## src/rtl/i2carb_pkg.sv

```systemverilog
package i2carb_pkg;

    // Transfer stage recorded on an arbitration loss
    typedef enum logic {
        PH_DATA = 1'b0,
        PH_ADDR = 1'b1
    } xfer_phase_e;

    // Sampled bus levels
    typedef struct packed {
        logic scl;
        logic sda;
    } bus_lvl_t;

    // Pull-down enables for the two lines
    typedef struct packed {
        logic scl_pull;
        logic sda_pull;
    } drive_t;

    localparam bus_lvl_t BUS_IDLE = '{scl: 1'b1, sda: 1'b1};
    localparam drive_t   DRV_OFF  = '{scl_pull: 1'b0, sda_pull: 1'b0};

    // Pull-down pattern for the requested bits; nothing is pulled when blocked
    function automatic drive_t compute_drive(input logic en, input logic want_high,
                                             input logic hold_low, input logic blocked);
        drive_t d;
        d.sda_pull = en & ~blocked & ~want_high;
        d.scl_pull = en & ~blocked & hold_low;
        return d;
    endfunction

    function automatic xfer_phase_e phase_of(input logic addr_flag);
        return addr_flag ? PH_ADDR : PH_DATA;
    endfunction

endpackage

```

## src/rtl/bus_sync.sv

```systemverilog
module bus_sync
    import i2carb_pkg::*;
#(
    parameter int STAGES = 2
) (
    input  logic     clk,
    input  logic     rst,
    input  bus_lvl_t raw,
    output bus_lvl_t synced
);
    localparam int LAST = STAGES - 1;

    bus_lvl_t chain [STAGES];

    for (genvar g = 0; g < STAGES; g++) begin : g_stage
        if (g == 0) begin : g_first
            always_ff @(posedge clk) begin
                if (rst) chain[g] <= BUS_IDLE;
                else     chain[g] <= raw;
            end
        end else begin : g_next
            always_ff @(posedge clk) begin
                if (rst) chain[g] <= BUS_IDLE;
                else     chain[g] <= chain[g-1];
            end
        end
    end

    assign synced = chain[LAST];

endmodule

```

## src/rtl/arb_monitor.sv

```systemverilog
module arb_monitor
    import i2carb_pkg::*;
(
    input  logic        clk,
    input  logic        rst,
    input  bus_lvl_t    bus_s,
    input  logic        driving,
    input  logic        sda_pull,
    input  logic        in_addr,
    input  logic        arb_clear,
    output logic        loss_evt,
    output logic        hold_off,
    output logic        lost,
    output xfer_phase_e lost_phase
);
    logic scl_prev;
    logic scl_rise;
    logic lost_q;
    xfer_phase_e phase_q;

    assign scl_rise = bus_s.scl & ~scl_prev;
    // Compare only when released (intended high) and transmitting
    assign loss_evt = ~lost_q & driving & ~sda_pull & scl_rise & ~bus_s.sda;
    assign hold_off = loss_evt | (lost_q & ~arb_clear);

    always_ff @(posedge clk) begin
        if (rst) begin
            scl_prev <= 1'b1;
            lost_q   <= 1'b0;
            phase_q  <= PH_DATA;
        end else begin
            scl_prev <= bus_s.scl;
            if (loss_evt) begin
                lost_q  <= 1'b1;
                phase_q <= phase_of(in_addr);
            end else if (arb_clear) begin
                lost_q  <= 1'b0;
                phase_q <= PH_DATA;
            end
        end
    end

    assign lost       = lost_q;
    assign lost_phase = phase_q;

    p_sticky_r6: assert property (@(posedge clk) disable iff (rst)
        lost_q && !arb_clear |=> lost_q);

    p_clear_r6: assert property (@(posedge clk) disable iff (rst)
        lost_q && arb_clear |=> !lost_q && phase_q == PH_DATA);

    p_phase_r5: assert property (@(posedge clk) disable iff (rst)
        loss_evt |=> lost_q && phase_q == phase_of($past(in_addr)));

    p_high_only_r3: assert property (@(posedge clk) disable iff (rst)
        $rose(lost_q) |-> $past(driving && !sda_pull));

    p_bus_low_r4: assert property (@(posedge clk) disable iff (rst)
        $rose(lost_q) |-> $past(!bus_s.sda));

endmodule

```

## src/rtl/od_driver.sv

```systemverilog
module od_driver
    import i2carb_pkg::*;
(
    input  logic clk,
    input  logic rst,
    input  logic tx_en,
    input  logic want_sda,
    input  logic scl_low,
    input  logic hold_off,
    output logic driving,
    output logic sda_oe,
    output logic scl_oe
);
    drive_t drv_d, drv_q;
    logic   act_q;

    assign drv_d = compute_drive(tx_en, want_sda, scl_low, hold_off);

    always_ff @(posedge clk) begin
        if (rst) begin
            drv_q <= DRV_OFF;
            act_q <= 1'b0;
        end else begin
            drv_q <= drv_d;
            act_q <= tx_en & ~hold_off;
        end
    end

    assign driving = act_q;
    assign sda_oe  = drv_q.sda_pull;
    assign scl_oe  = drv_q.scl_pull;

    p_idle_free_r10: assert property (@(posedge clk) disable iff (rst)
        !tx_en |=> !sda_oe && !scl_oe && !driving);

endmodule

```

## src/rtl/i2c_arb_guard.sv

```systemverilog
module i2c_arb_guard
    import i2carb_pkg::*;
#(
    parameter int SYNC_STAGES = 2
) (
    input  logic clk,
    input  logic rst,
    input  logic tx_en,
    input  logic want_sda,
    input  logic scl_low,
    input  logic in_addr,
    input  logic arb_clear,
    input  logic sda_in,
    input  logic scl_in,
    output logic sda_oe,
    output logic scl_oe,
    output logic arb_lost,
    output logic lost_in_address
);
    bus_lvl_t    raw_lvl, sync_lvl;
    logic        loss_evt, hold_off, driving;
    xfer_phase_e lost_phase;

    assign raw_lvl = '{scl: scl_in, sda: sda_in};

    bus_sync #(.STAGES(SYNC_STAGES)) u_sync (
        .clk    (clk),
        .rst    (rst),
        .raw    (raw_lvl),
        .synced (sync_lvl)
    );

    arb_monitor u_mon (
        .clk        (clk),
        .rst        (rst),
        .bus_s      (sync_lvl),
        .driving    (driving),
        .sda_pull   (sda_oe),
        .in_addr    (in_addr),
        .arb_clear  (arb_clear),
        .loss_evt   (loss_evt),
        .hold_off   (hold_off),
        .lost       (arb_lost),
        .lost_phase (lost_phase)
    );

    od_driver u_drv (
        .clk      (clk),
        .rst      (rst),
        .tx_en    (tx_en),
        .want_sda (want_sda),
        .scl_low  (scl_low),
        .hold_off (hold_off),
        .driving  (driving),
        .sda_oe   (sda_oe),
        .scl_oe   (scl_oe)
    );

    assign lost_in_address = (lost_phase == PH_ADDR);

    p_release_on_loss_r4: assert property (@(posedge clk) disable iff (rst)
        loss_evt |=> arb_lost && !sda_oe && !scl_oe);

    p_lines_free_r7: assert property (@(posedge clk) disable iff (rst)
        arb_lost |-> !sda_oe && !scl_oe);

    p_reset_release_r8: assert property (@(posedge clk)
        rst |=> !sda_oe && !scl_oe && !arb_lost && !lost_in_address);

endmodule

```

## config.mk

```make
export PLATFORM = sky130hd
export DESIGN_NAME = i2c_arb_guard
export DESIGN_NICKNAME = d
export VERILOG_FILES = /design/src/rtl/i2carb_pkg.sv /design/src/rtl/bus_sync.sv /design/src/rtl/arb_monitor.sv /design/src/rtl/od_driver.sv /design/src/rtl/i2c_arb_guard.sv
export SDC_FILE = /design/constraint.sdc
export NUM_CORES = 1
export LEC_CHECK = 0
export ABC_AREA = 1
export CAP_MARGIN = 25
export CORE_AREA = 2 2 39 41
export CTS_CLUSTER_SIZE = 25
export DETAILED_ROUTE_END_ITERATION = 12
export DIE_AREA = 0 0 41 43
export SLEW_MARGIN = 20
export SYNTH_ARGS = -nofsm -noshare
export SYNTH_HDL_FRONTEND = slang
export SYNTH_SLANG_ARGS = --single-unit
```

## constraint.sdc

```tcl
create_clock -name clk -period 0.85 [get_ports clk]
set_input_delay 0.2125 -clock clk [delete_from_list [all_inputs] [get_ports clk]]
set_output_delay 0.2125 -clock clk [all_outputs]
set_load 0.005 [all_outputs]
```

-- Word-level counts from Yosys, hierarchy flattened
Memories as Yosys holds them, arrays and structs flattened.
Index checks and enable logic that the tools add are counted.
- multiplexer cells: 9
- bitwise operators: 19
- reduce and logical (&&, ||, !) cells: 1
- operators with widths (kind ; number):
    bitwise AND 1 bit ; 9
    2-to-1 mux 1 bit ; 7
    NOT 1 bit ; 7
    2-to-1 mux 2 bit ; 2
    bitwise OR 1 bit ; 3
    nonzero test 2 bit ; 1
- flip-flop bits (word level): 6
- RAM bits: 4
- bits of input ports: 9
- word-level logic and storage cells: 36
- memories kept: 1
- memories (name ; depth ; bits a word ; read ports ; clocked after Yosys merged registers in ; write ports ; line ; RTL):
    u_sync.chain ; 2 ; 2 ; 2 ; 0 ; 2 ; bus_sync.sv:13 ; bus_lvl_t chain [STAGES];

-- Longest topological paths before layout
Gate-level depths: netlist (run 1).
- depth after elaboration: 9
- gate-level depth with buffers: 6

-- By module
A second synthesis (run 1) with hierarchy kept.
- cell total of the unflattened synthesis: 52
- area, all modules: 380.4 µm²
- by module, submodules not included (module ; times used ; cells each ; area each (µm²) ; sequential area each (µm²)):
    arb_monitor ; 1 ; 29 ; 171.4 ; 60.1
    bus_sync ; 1 ; 13 ; 116.4 ; 80.1
    od_driver ; 1 ; 10 ; 92.6 ; 60.1

-- Worst setup path after synthesis (run 1)
No wires, ideal clock.
- kind: register to register
- start: register u_mon.lost_q, in the netlist u_mon.lost
- end: register u_drv.drv_q, in the netlist u_drv.scl_oe
- library setup time: 0.114 ns
- arrival: 0.667 ns
- required time: 0.736 ns
- slack: 0.069 ns
- cell stages (with the launch flop): 5
- clock period less this slack: 0.781 ns
- cell sequence: dfxtp_1 -> nor2_2 -> nand3_2 -> nand3_1 -> nor2_1
- longest elaborated chain between the ends: 9
- RTL lines (what ; line ; RTL):
    start: declaration ; arb_monitor.sv:18 ; logic lost_q;
    start signal: assignment ; arb_monitor.sv:29 ; lost_q <= 1'b0;
    start signal: assignment ; arb_monitor.sv:34 ; lost_q <= 1'b1;
    start signal: assignment ; arb_monitor.sv:37 ; lost_q <= 1'b0;
    NOT 1 bit ; arb_monitor.sv:23 ; assign loss_evt = ~lost_q & driving & ~sda_pull & scl_rise & ~bus_s.sda;
    bitwise AND 1 bit (4 in a row) ; arb_monitor.sv:23 ;
    bitwise OR 1 bit (*) ; arb_monitor.sv:24 ; assign hold_off = loss_evt | (lost_q & ~arb_clear);
    NOT 1 bit (*) ; i2carb_pkg.sv:29 ; d.scl_pull = en & ~blocked & hold_low;
    bitwise AND 1 bit (*) (2 in a row) ; i2carb_pkg.sv:29 ;
    end signal: assignment ; od_driver.sv:24 ; drv_q <= drv_d;
    end: declaration ; od_driver.sv:14 ; drive_t drv_d, drv_q;
Mark *: on every way between the ends. The rest lies on a longest branch, timed or not.
A chain may end at the register's enable or synchronous reset.

-- Final worst setup path (run 1)
- start: register u_mon.lost_q, in the netlist u_mon.lost
- end: output arb_lost
- RTL lines (what ; line ; RTL):
    end: declaration ; i2c_arb_guard.sv:17 ; output logic arb_lost,
No word-level cell between the ends.

==> results of run 1 <==
[timing repair]
| item | in CTS | in global routing |
|---|---|---|
| pin swaps | 3 | 1 |
| setup buffers | 0 | 1 |
| gates resized for setup | 24 | 1 |
| hold buffers | 0 | 0 |
| endpoints found under the setup margin | 14 | 9 |
[area by class of cell]
| type | count | area share, % |
|---|---|---|
| clock buffers | 4 | 6.74 |
| multi-input cells | 20 | 23.5 |
| inverters | 6 | 4.19 |
| repair buffers | 16 | 24.0 |
| well taps | 16 | 3.72 |
| flip-flops and latches | 10 | 37.9 |
[sequential cells by signal, summed over array words and instances, names as in the netlist]
register and flops:
u_drv.scl_oe 1, u_mon.lost 1, u_drv.driving 1, u_mon.scl_prev 1, u_drv.sda_oe 1, u_sync.chain 4, u_mon.lost_phase 1
[cell usage after synthesis (all sizes together)]
cell | count | area (um2)
a21oi | 1 | 5.00
dfxtp | 10 | 200
inv | 6 | 22.5
nand2 | 5 | 18.8
nand3 | 2 | 15.0
nor2 | 7 | 31.3
or2 | 5 | 31.3
[per-stage QoR]
step                total power [mW]  area, um2
floorplan                      0.522        324
global placement               0.574        487
detailed placement             0.575        487
CTS                             1.00        528
global route                    1.03        538
finish                         0.984        538
[final timing paths]
path | startpoint | end | slack, ps
max | u_mon.lost | arb_lost | -60
min | rst | u_mon.lost | 380
max reg2reg | u_mon.lost | u_drv.driving | -50
min reg2reg | u_sync.chain[0][0] | u_sync.chain[1][0] | 410
[cells by family (layout without fill, tap and decap cells)]
family,after synthesis,in the layout
and+or+nand+nor,19,19
DFF,10,10
buffers and inverters,6,26
AOI/OAI and AO/OA,1,1
[power groups by stage]
stage	sequential [mW]	combinational, mW	clock [mW]
after global placement	0.500	0.0740	0
final	0.491	0.0758	0.417
after global routing	0.492	0.0837	0.451
after detailed placement	0.501	0.0744	0
after CTS	0.491	0.0753	0.437
after floorplan	0.501	0.0217	0
[routing by layer]
layer / global-route usage [%] / part of all wire [%]
met2: 12.2 / 53
met1: 7.54 / 38
met4: 8.00 / 1.2
met5: 0 / 0
met3: 3.14 / 7.5
==> results.py, run 1 <==
metrics = {
    "run_status": {
        "outcome": "finished with violations",
        "violations": "setup timing",
    },
    "grt": {
        "grt_pass1_wl_um": 883,
        "grt_overflow": 0,
        "track_usage_pct": 8.08,
        "grt_max_degree": 9,
        "antenna_found_initial": 0,
        "first_global_vias": 241,
    },
    "clock_network": {
        "tritoncts": "done",
        "path_clk_slew_ps": 70,
        "clock_path_buffers": 2,
        "cts_sinks": 10,
        "htreeDepth": 1,
        "clk_latency_ps": 260,
        "cts_inserted_buffers": 3,
        "cts-root-buf": "clkbuf_4",
    },
    "logic_synthesis": {
        "synth.cell_area_um2": 324,
        "synth_warnings": 0,
        "synthMuxAreaShare_pct": 0,
        "synth_top_family_by_area": "simple AND/OR/NAND/NOR gates",
        "synth_compound_area_share_pct": 1.54,
        "yosys.area_share.simple_pct": 29.7,
        "synth.avg_cell_area_um2": 9.00,
        "syn_inst": 36,
        "yosys_register_bits": 10,
        "synth_fa_ha_area_share_pct": 0,
        "synthesis.nets": 45,
        "synth.distinct_cells": 9,
        "synth_xor_area_share_pct": 0,
        "ys_seq_area_share_pct": 61.8,
    },
    "critical_path": {
        "critPathRequiredTime_ps": 640,
        "worst_path_max_delay_cell": "dfxtp_2",
        "reg2regPathDepth": 5,
        "arrival_ps": 690,
        "cp_cell_sequence": "buf_2",
        "start_kind": "flop",
        "cp_top_family": "flip-flops",
        "end_kind": "primary output",
        "path_class": "reg -> out",
        "worstPathMaxFanout": 2,
        "path_buf_inv": 1,
        "path_depth": 1,
        "cpPeakStageDelay_ps": 320,
    },
    "die": {
        "fp.dieH_um": 43,
        "die_w_um": 41,
        "coreArea_um2": 1380,
        "rows": 14,
        "io_pins": 13,
        "dieArea_um2": 1760,
        "initial_core_util_pct": 23.4,
    },
    "pwr": {
        "p_leak_nw": 0.261,
        "pwr-share-seq_pct": 49.9,
        "power_frac_clock_pct": 42.4,
        "switchingPower_mw": 0.189,
        "sw_frac_of_total_pct": 19.2,
        "intPower_mw": 0.795,
        "vdd_drop_max_mv": 0.866,
        "combPwrFrac_pct": 7.7,
        "p_per_area_nw_per_um2": 1830,
    },
    "route": {
        "drc": 0,
        "vias": 273,
        "first_pass_iters": 4,
        "avgViaCountPerCell": 3.79,
        "ant_nets": 0,
        "drt_iter0_drc": 7,
        "drt-wirelength-per-cell_um": 8.15,
        "routed_wl_um": 587,
    },
    "timing": {
        "setup_viol_count_final": 8,
        "hold_viol_final": 0,
        "rsz0062_at_grt": "yes",
        "fmax_mhz": 1100,
        "slew_headroom_pct": 85.1,
        "tns_ps": -352,
        "holdWs_ps": 376,
        "finalCriticalPeriod_ps": 907,
        "final_max_slew_viol_count": 0,
        "final.setup_skew_ps": 2.95,
        "finalWorstSetupSlack_ps": -56.5,
        "timing.final.crit_share_pct": 107,
        "worst_slew_pin_slew_ps": 224,
    },
    "final_layout": {
        "layout_common_cells": "7 x clkdlybuf4s50_1, 7 x dfxtp_1, 6 x inv_1",
        "n_fill_cell": 151,
        "final_cells": 72,
        "regArea_um2": 204,
        "multi_input_area_um2": 126,
        "diodes": 0,
        "final_util_pct": 38.9,
        "area_delta_synth_final_pct": 66.0,
        "drive_gt1_share_pct": 44.6,
        "layout.nets": 66,
    },
    "job": {
        "cap_viol_max_count": 0,
    },
    "worst_hold_path": {
        "holdCritPathClass": "in -> reg",
        "hold_path_depth": 2,
    },
    "placed_design": {
        "numPlacedInstances": 67,
        "dp_slack_ps": -331,
        "place.port_buffers": 12,
        "place.gp.congestion": 0.687,
    },
}
No activity file was read; power rests on OpenSTA's default activity.
==> run 2: changes to the inputs <==
--- a/config.mk
+++ b/config.mk
@@ -11,6 +11,7 @@
 export CTS_CLUSTER_SIZE = 25
 export DETAILED_ROUTE_END_ITERATION = 12
 export DIE_AREA = 0 0 41 43
+export SKIP_LAST_GASP = 1
 export SLEW_MARGIN = 20
 export SYNTH_ARGS = -nofsm -noshare
 export SYNTH_HDL_FRONTEND = slang
==> results of run 2 <==
Same layout as run 1: the final DEF is identical, and so are final timing and power.
==> run 3: changes to the inputs <==
--- a/config.mk
+++ b/config.mk
@@ -16,3 +16,4 @@
 export SYNTH_ARGS = -nofsm -noshare
 export SYNTH_HDL_FRONTEND = slang
 export SYNTH_SLANG_ARGS = --single-unit
+export TNS_END_PERCENT = 30
==> constraint.sdc (replaced) <==
create_clock -name clk -period 1 [get_ports clk]
set_input_delay 0.25 -clock clk [delete_from_list [all_inputs] [get_ports clk]]
set_output_delay 0.25 -clock clk [all_outputs]
set_load 0.005 [all_outputs]
==> results.py, run 3 (same netlist as run 1, synthesis figures left out) <==
metrics = {
    "timing": {
        "slew_headroom_pct": 84.7,
        "setup_viol_count_final": 2,
        "final.setup_skew_ps": 2.14,
        "holdWs_ps": 412,
        "hold_viol_final": 0,
        "final_max_slew_viol_count": 0,
        "finalWorstSetupSlack_ps": -23.4,
        "rsz0062_at_grt": "yes",
        "fmax_mhz": 977,
        "finalCriticalPeriod_ps": 1020,
        "worst_slew_pin_slew_ps": 229,
        "timing.final.crit_share_pct": 102,
    },
    "worst_hold_path": {
        "holdCritPathClass": "reg -> reg",
        "hp-start": "u_sync.chain[0][0]",
    },
    "route": {
        "drt_iter0_drc": 5,
        "avgViaCountPerCell": 3.85,
        "ant_nets": 0,
        "first_pass_iters": 4,
        "drt-wirelength-per-cell_um": 7.44,
        "drc": 0,
        "routed_wl_um": 528,
        "vias": 273,
    },
    "grt": {
        "grt_overflow": 0,
        "first_global_vias": 231,
        "antenna_found_initial": 0,
        "use_met2_pct": 10.0,
        "grt.met3_usage_pct": 3.14,
        "grt_max_degree": 9,
        "use_met1_pct": 7.87,
        "track_usage_pct": 7.47,
        "grt_pass1_wl_um": 821,
        "busiest_layer": "met2",
    },
    "critical_path": {
        "arrival_ps": 770,
        "cp_top_family": "flip-flops",
        "cpPeakStageDelay_ps": 320,
        "r2r_start": "u_mon.lost",
        "startpoint": "u_drv.sda_oe",
        "worstPathMaxFanout": 2,
        "cp_cell_sequence": "clkdlybuf4s15_1",
        "path_buf_inv": 1,
        "critPathRequiredTime_ps": 750,
        "start_kind": "flop",
        "path_class": "reg -> out",
        "end_kind": "primary output",
        "worst_path_max_delay_cell": "dfxtp_2",
    },
    "clock_network": {
        "clk_latency_ps": 260,
        "cts-root-buf": "clkbuf_4",
        "cts_inserted_buffers": 3,
        "clock_path_buffers": 2,
        "tritoncts": "done",
        "htreeDepth": 1,
        "cts_sinks": 10,
        "path_clk_slew_ps": 70,
        "cts_setup_buffers": 0,
    },
    "final_layout": {
        "largest_register_ffs": 4,
        "n_fill_cell": 155,
        "layout_commonest_cell": "clkdlybuf4s50_1",
        "area_delta_synth_final_pct": 59.5,
        "regMostFlops": "u_sync.chain",
        "final_cells": 71,
        "layout.nets": 65,
        "diodes": 0,
        "layout_common_cells": "8 x clkdlybuf4s50_1, 7 x dfxtp_1, 6 x inv_1",
        "final_util_pct": 37.3,
        "drive_gt1_share_pct": 36.4,
    },
    "pwr": {
        "p_leak_nw": 0.251,
        "p_per_area_nw_per_um2": 1620,
        "vdd_drop_max_mv": 0.720,
        "p_total_mw": 0.837,
    },
    "die": {
        "dieArea_um2": 1760,
        "fp.dieH_um": 43,
        "initial_core_util_pct": 23.4,
        "io_pins": 13,
        "die_w_um": 41,
        "rows": 14,
        "coreArea_um2": 1380,
    },
    "placed_design": {
        "place.gp.congestion": 0.687,
        "dp_slack_ps": -219,
        "numPlacedInstances": 67,
        "place.port_buffers": 12,
    },
    "job": {
        "cap_viol_max_count": 0,
    },
    "run_status": {
        "outcome": "finished with violations",
        "violations": "setup timing",
    },
}
[run 3: changes by cell type in the layout (fill, tap and decap cells not counted), sizes merged]
cell / delta
buf: -4
clkbuf: +1
clkdlybuf4s15: +2
clkdlybuf4s50: +1
dlygate4sd2: -1
[run 3: through the flow]
stage / setup TNS [ps] / instance area (um2)
3_3_place_gp: -1870 / 487
4_1_cts: -106 / 522
6_report: -29.0 / 517
3_5_place_dp: -2060 / 487
5_1_grt: -239 / 517
2_1_floorplan: 0 / 324
[run 3: path summary, 6_finish.rpt]
path / endpoint / slack [ps] / cells past startpoint
setup / recovery: sda_oe / -20 / 1
hold / removal: u_sync.chain[1][0] / 410 / 1
setup reg to reg: u_drv.driving / 30 / 5
hold reg to reg: u_sync.chain[1][0] / 410 / 1
[run 3: area by class of cell]
class	instances	area [um2]	share of cell area [%]
clock buffer	4	36.3	7.02
tap	16	20.0	3.87
multi-input combinational	20	101	19.6
inverter	6	22.5	4.36
sequential	10	204	39.5
timing repair buffer	15	133	25.7
[run 3: routing by layer]
| layer | vias to the layer above | routed length [um] |
|---|---|---|
| li1 | 143 | - |
| met1 | 120 | 225 |
| met2 | 8 | 258 |
| met3 | 2 | 38 |
| met4 | 0 | 6 |
| met5 | - | 0 |
[run 3: timing repair]
item                       CTS  global route
cloned                       0             0
pin swaps                    0             0
hold endpoints to repair     0             0
hold buffers                 0             0
gates resized for setup     13             1
setup endpoints to repair    4             6
[run 3: power by group]
| group | internal (mW) | leakage (nW) | switching (mW) | total [mW] |
|---|---|---|---|---|
| combinational | 0.0430 | 0.146 | 0.0182 | 0.0612 |
| sequential | 0.412 | 0.0837 | 0.00401 | 0.416 |
| clock | 0.221 | 0.0210 | 0.138 | 0.359 |
| total | 0.677 | 0.251 | 0.160 | 0.837 |
